### src/rtl/rio_pkg.sv
package rio_pkg;
  localparam int unsigned NCH = 2;

  typedef enum logic [1:0] {
    VOTE_NONE  = 2'd0,
    VOTE_AGREE = 2'd1,
    VOTE_SPLIT = 2'd2
  } vote_e;
endpackage

### src/rtl/rio_in_snapshot.sv
module rio_in_snapshot #(
  parameter int unsigned IN_W = 16
) (
  input  logic            clk,
  input  logic            rst_n,
  input  logic            snap_en,
  input  logic [IN_W-1:0] din,
  output logic [IN_W-1:0] rdata
);
  always_ff @(posedge clk) begin
    if (!rst_n)       rdata <= '0;
    else if (snap_en) rdata <= din;
  end
endmodule

### src/rtl/rio_out_reg.sv
module rio_out_reg #(
  parameter int unsigned            OUT_W    = 8,
  parameter logic [OUT_W-1:0]       SAFE_PAT = '0
) (
  input  logic             clk,
  input  logic             rst_n,
  input  logic             wr,
  input  logic [OUT_W-1:0] wdata,
  output logic [OUT_W-1:0] eff
);
  logic [OUT_W-1:0] held;

  // a write in the current clock is already part of the byte seen by the vote
  function automatic logic [OUT_W-1:0] pending_byte(input logic w,
                                                    input logic [OUT_W-1:0] nv,
                                                    input logic [OUT_W-1:0] cur);
    return w ? nv : cur;
  endfunction

  assign eff = pending_byte(wr, wdata, held);

  always_ff @(posedge clk) begin
    if (!rst_n) held <= SAFE_PAT;
    else        held <= eff;
  end
endmodule

### src/rtl/rio_vote.sv
module rio_vote #(
  parameter int unsigned      OUT_W    = 8,
  parameter logic [OUT_W-1:0] SAFE_PAT = '0
) (
  input  logic             clk,
  input  logic             rst_n,
  input  logic             fire,
  input  logic [OUT_W-1:0] byte_a,
  input  logic [OUT_W-1:0] byte_b,
  output logic [OUT_W-1:0] dout,
  output logic             halt,
  output logic             split
);
  import rio_pkg::*;

  vote_e verdict;

  function automatic vote_e judge(input logic go,
                                  input logic [OUT_W-1:0] x,
                                  input logic [OUT_W-1:0] y);
    if (!go)    return VOTE_NONE;
    if (x == y) return VOTE_AGREE;
    return VOTE_SPLIT;
  endfunction

  assign verdict = judge(fire && !halt, byte_a, byte_b);
  assign split   = (verdict == VOTE_SPLIT);

  always_ff @(posedge clk) begin
    if (!rst_n) begin
      dout <= SAFE_PAT;
      halt <= 1'b0;
    end else begin
      case (verdict)
        VOTE_AGREE: dout <= byte_a;
        VOTE_SPLIT: begin
          dout <= SAFE_PAT;
          halt <= 1'b1;
        end
        default: ;
      endcase
    end
  end
endmodule

### src/rtl/rio_cycle_driver.sv
module rio_cycle_driver #(
  parameter int unsigned      IN_W     = 16,
  parameter int unsigned      OUT_W    = 8,
  parameter logic [OUT_W-1:0] SAFE_PAT = 8'h00
) (
  input  logic             clk,
  input  logic             rst_n,
  input  logic             cycle_tick,
  input  logic [IN_W-1:0]  din,
  input  logic             a_wr,
  input  logic [OUT_W-1:0] a_wdata,
  input  logic             b_wr,
  input  logic [OUT_W-1:0] b_wdata,
  output logic [IN_W-1:0]  a_rdata,
  output logic [IN_W-1:0]  b_rdata,
  output logic [OUT_W-1:0] dout,
  output logic             halt
);
  localparam int unsigned NCH = rio_pkg::NCH;

  logic                       snap_en;
  logic                       vote_split;
  logic [NCH-1:0]             wr_v;
  logic [NCH-1:0][OUT_W-1:0]  wdat_v;
  logic [NCH-1:0][OUT_W-1:0]  eff_v;
  logic [NCH-1:0][IN_W-1:0]   snap_v;

  assign snap_en = cycle_tick && !halt;
  assign wr_v    = {b_wr, a_wr};
  assign wdat_v  = {b_wdata, a_wdata};

  for (genvar ch = 0; ch < NCH; ch++) begin : g_chan
    rio_in_snapshot #(.IN_W(IN_W)) u_snap (
      .clk    (clk),
      .rst_n  (rst_n),
      .snap_en(snap_en),
      .din    (din),
      .rdata  (snap_v[ch])
    );
    rio_out_reg #(.OUT_W(OUT_W), .SAFE_PAT(SAFE_PAT)) u_oreg (
      .clk   (clk),
      .rst_n (rst_n),
      .wr    (wr_v[ch]),
      .wdata (wdat_v[ch]),
      .eff   (eff_v[ch])
    );
  end

  assign a_rdata = snap_v[0];
  assign b_rdata = snap_v[1];

  rio_vote #(.OUT_W(OUT_W), .SAFE_PAT(SAFE_PAT)) u_vote (
    .clk   (clk),
    .rst_n (rst_n),
    .fire  (cycle_tick),
    .byte_a(eff_v[0]),
    .byte_b(eff_v[1]),
    .dout  (dout),
    .halt  (halt),
    .split (vote_split)
  );
endmodule

### config.mk
export PLATFORM = sky130hd
export DESIGN_NAME = rio_cycle_driver
export DESIGN_NICKNAME = d
export VERILOG_FILES = /design/src/rtl/rio_pkg.sv /design/src/rtl/rio_in_snapshot.sv /design/src/rtl/rio_out_reg.sv /design/src/rtl/rio_vote.sv /design/src/rtl/rio_cycle_driver.sv
export SDC_FILE = /design/constraint.sdc
export NUM_CORES = 1
export LEC_CHECK = 0
export BUFFER_PORTS_ARGS = -buffer_cell sky130_fd_sc_hd__buf_4
export CAP_MARGIN = 25
export CORE_ASPECT_RATIO = 1.5
export CORE_MARGIN = 2
export CORE_UTILIZATION = 41
export DETAILED_ROUTE_END_ITERATION = 10
export MAX_ROUTING_LAYER = met4
export PLACE_DENSITY = 0.75
export SYNTH_ARGS = -nofsm -noshare
export SYNTH_HDL_FRONTEND = slang
export SYNTH_SLANG_ARGS = --single-unit
### constraint.sdc
create_clock -name clk -period 1.5 [get_ports clk]
set_input_delay 0.15 -clock clk [delete_from_list [all_inputs] [get_ports clk]]
set_output_delay 0.15 -clock clk [all_outputs]
set_load 0.02 [all_outputs]
==> impl_metrics.yaml <==
sta:
  fin_worst_skew_ps: 4.46
  period_share: 1.09
  setup_tns_ps: -919
  worst_slew_pin_slew_ps: 353
  final_hold_viol_count: 0
  drv_slew: 0
  fmax_mhz: 612
  setup_ws_ps: -133
  fin_crit_ps: 1630
  relSlewSlack: 0.764
  rsz0062_at_grt: "yes"
  setup_viol: 9
synth:
  syn_nets: 218
  ys_warn_count: 0
  yosys.area_share.simple: 0.164
  synthAdderAreaFrac: 0
  synth_top_family_by_area: "simple AND/OR/NAND/NOR gates"
  syn_area_um2: 1650
  muxShareOfSynthArea: 0.0969
  yosysUniqueCellTypes: 19
  synthXorXnorAreaFrac: 0.0424
  synth_compound_area_frac: 0.0908
  synthCells: 181
  seq_area_frac_synth: 0.497
  syn_area_per_cell_um2: 9.13
  ys_ff_latch: 41
setup_path:
  crit_buf_inv: 0
  end_kind: "register"
  crit_slowest_cell: "nor4_2"
  cp-start-kind: "register"
  crit_chain: "mux2i_1, xor2_1, nor4_2, nand4_2, o31ai_2"
  cp_top_family: "simple AND/OR/NAND/NOR gates"
  r2r-end: "u_vote.dout[7]$_SDFFE_PN0P_"
  cp_data_required_time_ps: 1700
  cp.arrival_ps: 1840
  r2r_setup_slack_ps: -130
  slowest_delay_ps: 370
  crit_type: "reg -> reg"
  r2r_start: "g_chan[1].u_oreg.held[0]$_SDFF_PN0_"
  reg2reg_depth: 5
  cp_max_fo: 5
run:
  max_cap_viol_count: 0
min_path:
  holdPathEnd: "g_chan[1].u_snap.rdata[6]$_SDFFE_PN0P_"
  hold_class: "in -> reg"
  holdPathStages: 3
  hold_start: "din[6]"
power_and_ir_drop:
  power_density_nw_per_um2: 1080
  clkPwrFrac: 0.380
  peakVddDrop_mv: 0.956
  power_leakage_uw: 0.00118
  p_seq_frac: 0.429
  intPower_uw: 2070
  p_sw_uw: 663
  swShare: 0.243
  combPwrFrac: 0.191
detailed_routing:
  final_antenna_net_count: 0
  drc: 0
  vias_per_cell: 4.78
  drt_iter0_drc: 43
  num_vias: 1490
  dr.pass1.iters: 4
  drt-total-wl_mm: 4.01
  wire_per_inst_um: 12.8
die:
  die_h_um: 81.8
  core_area_um2: 3920
  die_area_um2: 4570
  start_util: 0.421
  ioPinCount: 78
  die_w_um: 55.8
  rows: 28
clock_tree:
  clock_path_buffers: 2
  numCtsBuffers: 5
  cts_tree: "built"
  clock_latency_ps: 290
  cts-root-buf: "clkbuf_8"
  cts_hold_buf: 0
  path_clk_slew_ps: 80
  clock-sinks: 41
  htreeDepth: 2
run_status:
  violations: "negative setup slack"
  outcome: "finished with violations"
place:
  portBuffers: 77
  place_area_um2: 2360
  hpwl_mm: 2.96
  finalWeightedCongestion: 0.757
global_route:
  grt_pass1_vias: 1383
  grt_first_pass_wirelength_mm: 6.24
  grt_overflow_total: 0
  grt_usage: 0.184
  grt_max_degree: 21
  antenna_found_initial: 0
cells_and_area:
  fill_cells: 346
  antenna_cells: 0
  final_net_count: 303
  drive_gt1_frac: 0.464
  postLayoutCellArea_um2: 2530
  area_growth_pct: 53.1
[per-layer routing]
metal / vias up / track usage / wire length [µm]
met3: 4 / 0.0551 / 239
li1: 758 / - / -
met4: 0 / 0.0786 / 59
met1: 678 / 0.186 / 1470
met2: 50 / 0.333 / 2230
met5: - / - / 0
[cells in the mapped netlist, drive strengths merged]
master  number  area, µm²
a21oi       16       80.1
a22o         1       10.0
and2         1       6.26
buf         18        143
clkbuf       9       33.8
dfxtp       41        821
inv          1       3.75
mux2i       16        160
nand2       33        124
nand2b       1       6.26
nand3        8       40.0
nand4        1       12.5
nor2        17       63.8
nor2b        1       6.26
nor4         1       12.5
o31ai        8       60.1
xnor2        2       17.5
xor2         6       52.6
[worst register-to-register path, delay by kind of cell (launching register included)]
family / cells / cell delay (ps)
flops: 1 / 300
simple gates: 2 / 630
xor+xnor: 1 / 130
mux: 1 / 200
compound gates: 1 / 290
[how the worst max path moves through the flow]
stage	start	to	slack, ps	cells after the start
after floorplan	a_wr	u_vote.halt$_SDFFE_PN0N_	0.8	6
after global placement	a_wr	u_vote.dout[1]$_SDFFE_PN0P_	-160	7
after detailed placement	a_wr	u_vote.dout[7]$_SDFFE_PN0P_	-210	6
after CTS	g_chan[0].u_oreg.held[5]$_SDFF_PN0_	u_vote.dout[1]$_SDFFE_PN0P_	-70	5
after global routing	g_chan[1].u_oreg.held[0]$_SDFF_PN0_	u_vote.dout[7]$_SDFFE_PN0P_	-200	5
final	g_chan[1].u_oreg.held[0]$_SDFF_PN0_	u_vote.dout[7]$_SDFFE_PN0P_	-130	5
[power by group through the flow]
stage / clock network (µW) / registers [µW] / logic (µW)
CTS: 1070 / 1170 / 523
detailed placement: 0 / 1200 / 510
global route: 1120 / 1180 / 563
finish: 1040 / 1170 / 521
global placement: 0 / 1200 / 502
floorplan: 0 / 1230 / 252
[state kept, by name, indices dropped and copies added, names as in the netlist]
| signal | cells |
|---|---|
| u_vote.dout | 8 |
| g_chan.u_snap.rdata | 16 |
| u_vote.halt | 1 |
| g_chan.u_oreg.held | 16 |
[through the flow]
step / power (µW) / hold WS (ps) / util / setup slack [ps] / instances
after CTS: 2770 / 84.2 / 0.641 / -73.4 / 312
final: 2730 / 97.4 / 0.645 / -133 / 312
after detailed placement: 1710 / 408 / 0.601 / -212 / 302
after global routing: 2860 / 87.6 / 0.645 / -200 / 312
after floorplan: 1480 / 286 / - / 0.759 / 181
after global placement: 1700 / 400 / 0.601 / -155 / 302
[what timing repair did]
item / in CTS / in global routing
buffers inserted: 1 / 0
setup endpoints to repair: 9 / 9
cloned: 1 / 0
gates resized for setup: 2 / 3
pin swaps: 5 / 5
[logic make-up (layout without fill, tap and decap cells)]
kind of cell,Yosys count,after routing
AO/OA/AOI/OAI,25,25
XOR/XNOR,8,8
buffers and inverters,28,113
flip-flops,41,41
multiplexers,16,16
AND/OR/NAND/NOR,63,64
[area by class of cell]
cell class,count,area [µm²],area share
tap,45,56.3,0.0223
sequential,41,821,0.324
clock buffer,5,68.8,0.0272
inverter,1,3.75,0.00148
multi-input combinational,113,722,0.285
timing repair buffer,104,793,0.314
clock inverter,3,65.1,0.0257
[cells in the final DEF, fill, tap and decap left out]
master     instances
and2_1             1
nand2_1           33
xor2_1             6
nand4_1            1
o31ai_1            5
buf_4            103
mux2i_4            3
nand4_2            1
nor4_2             1
a21oi_1           16
bufinv_16          2
nand2b_1           1
nand3_1            8
buf_12             1
dfxtp_1           41
mux2i_2            3
clkbuf_8           5
a22o_2             1
nor2b_1            1
xnor2_1            2
clkinv_2           1
inv_1              1
nor2_1            17
o31ai_2            3
mux2i_1           10
No activity file was read; power rests on OpenSTA's default activity.
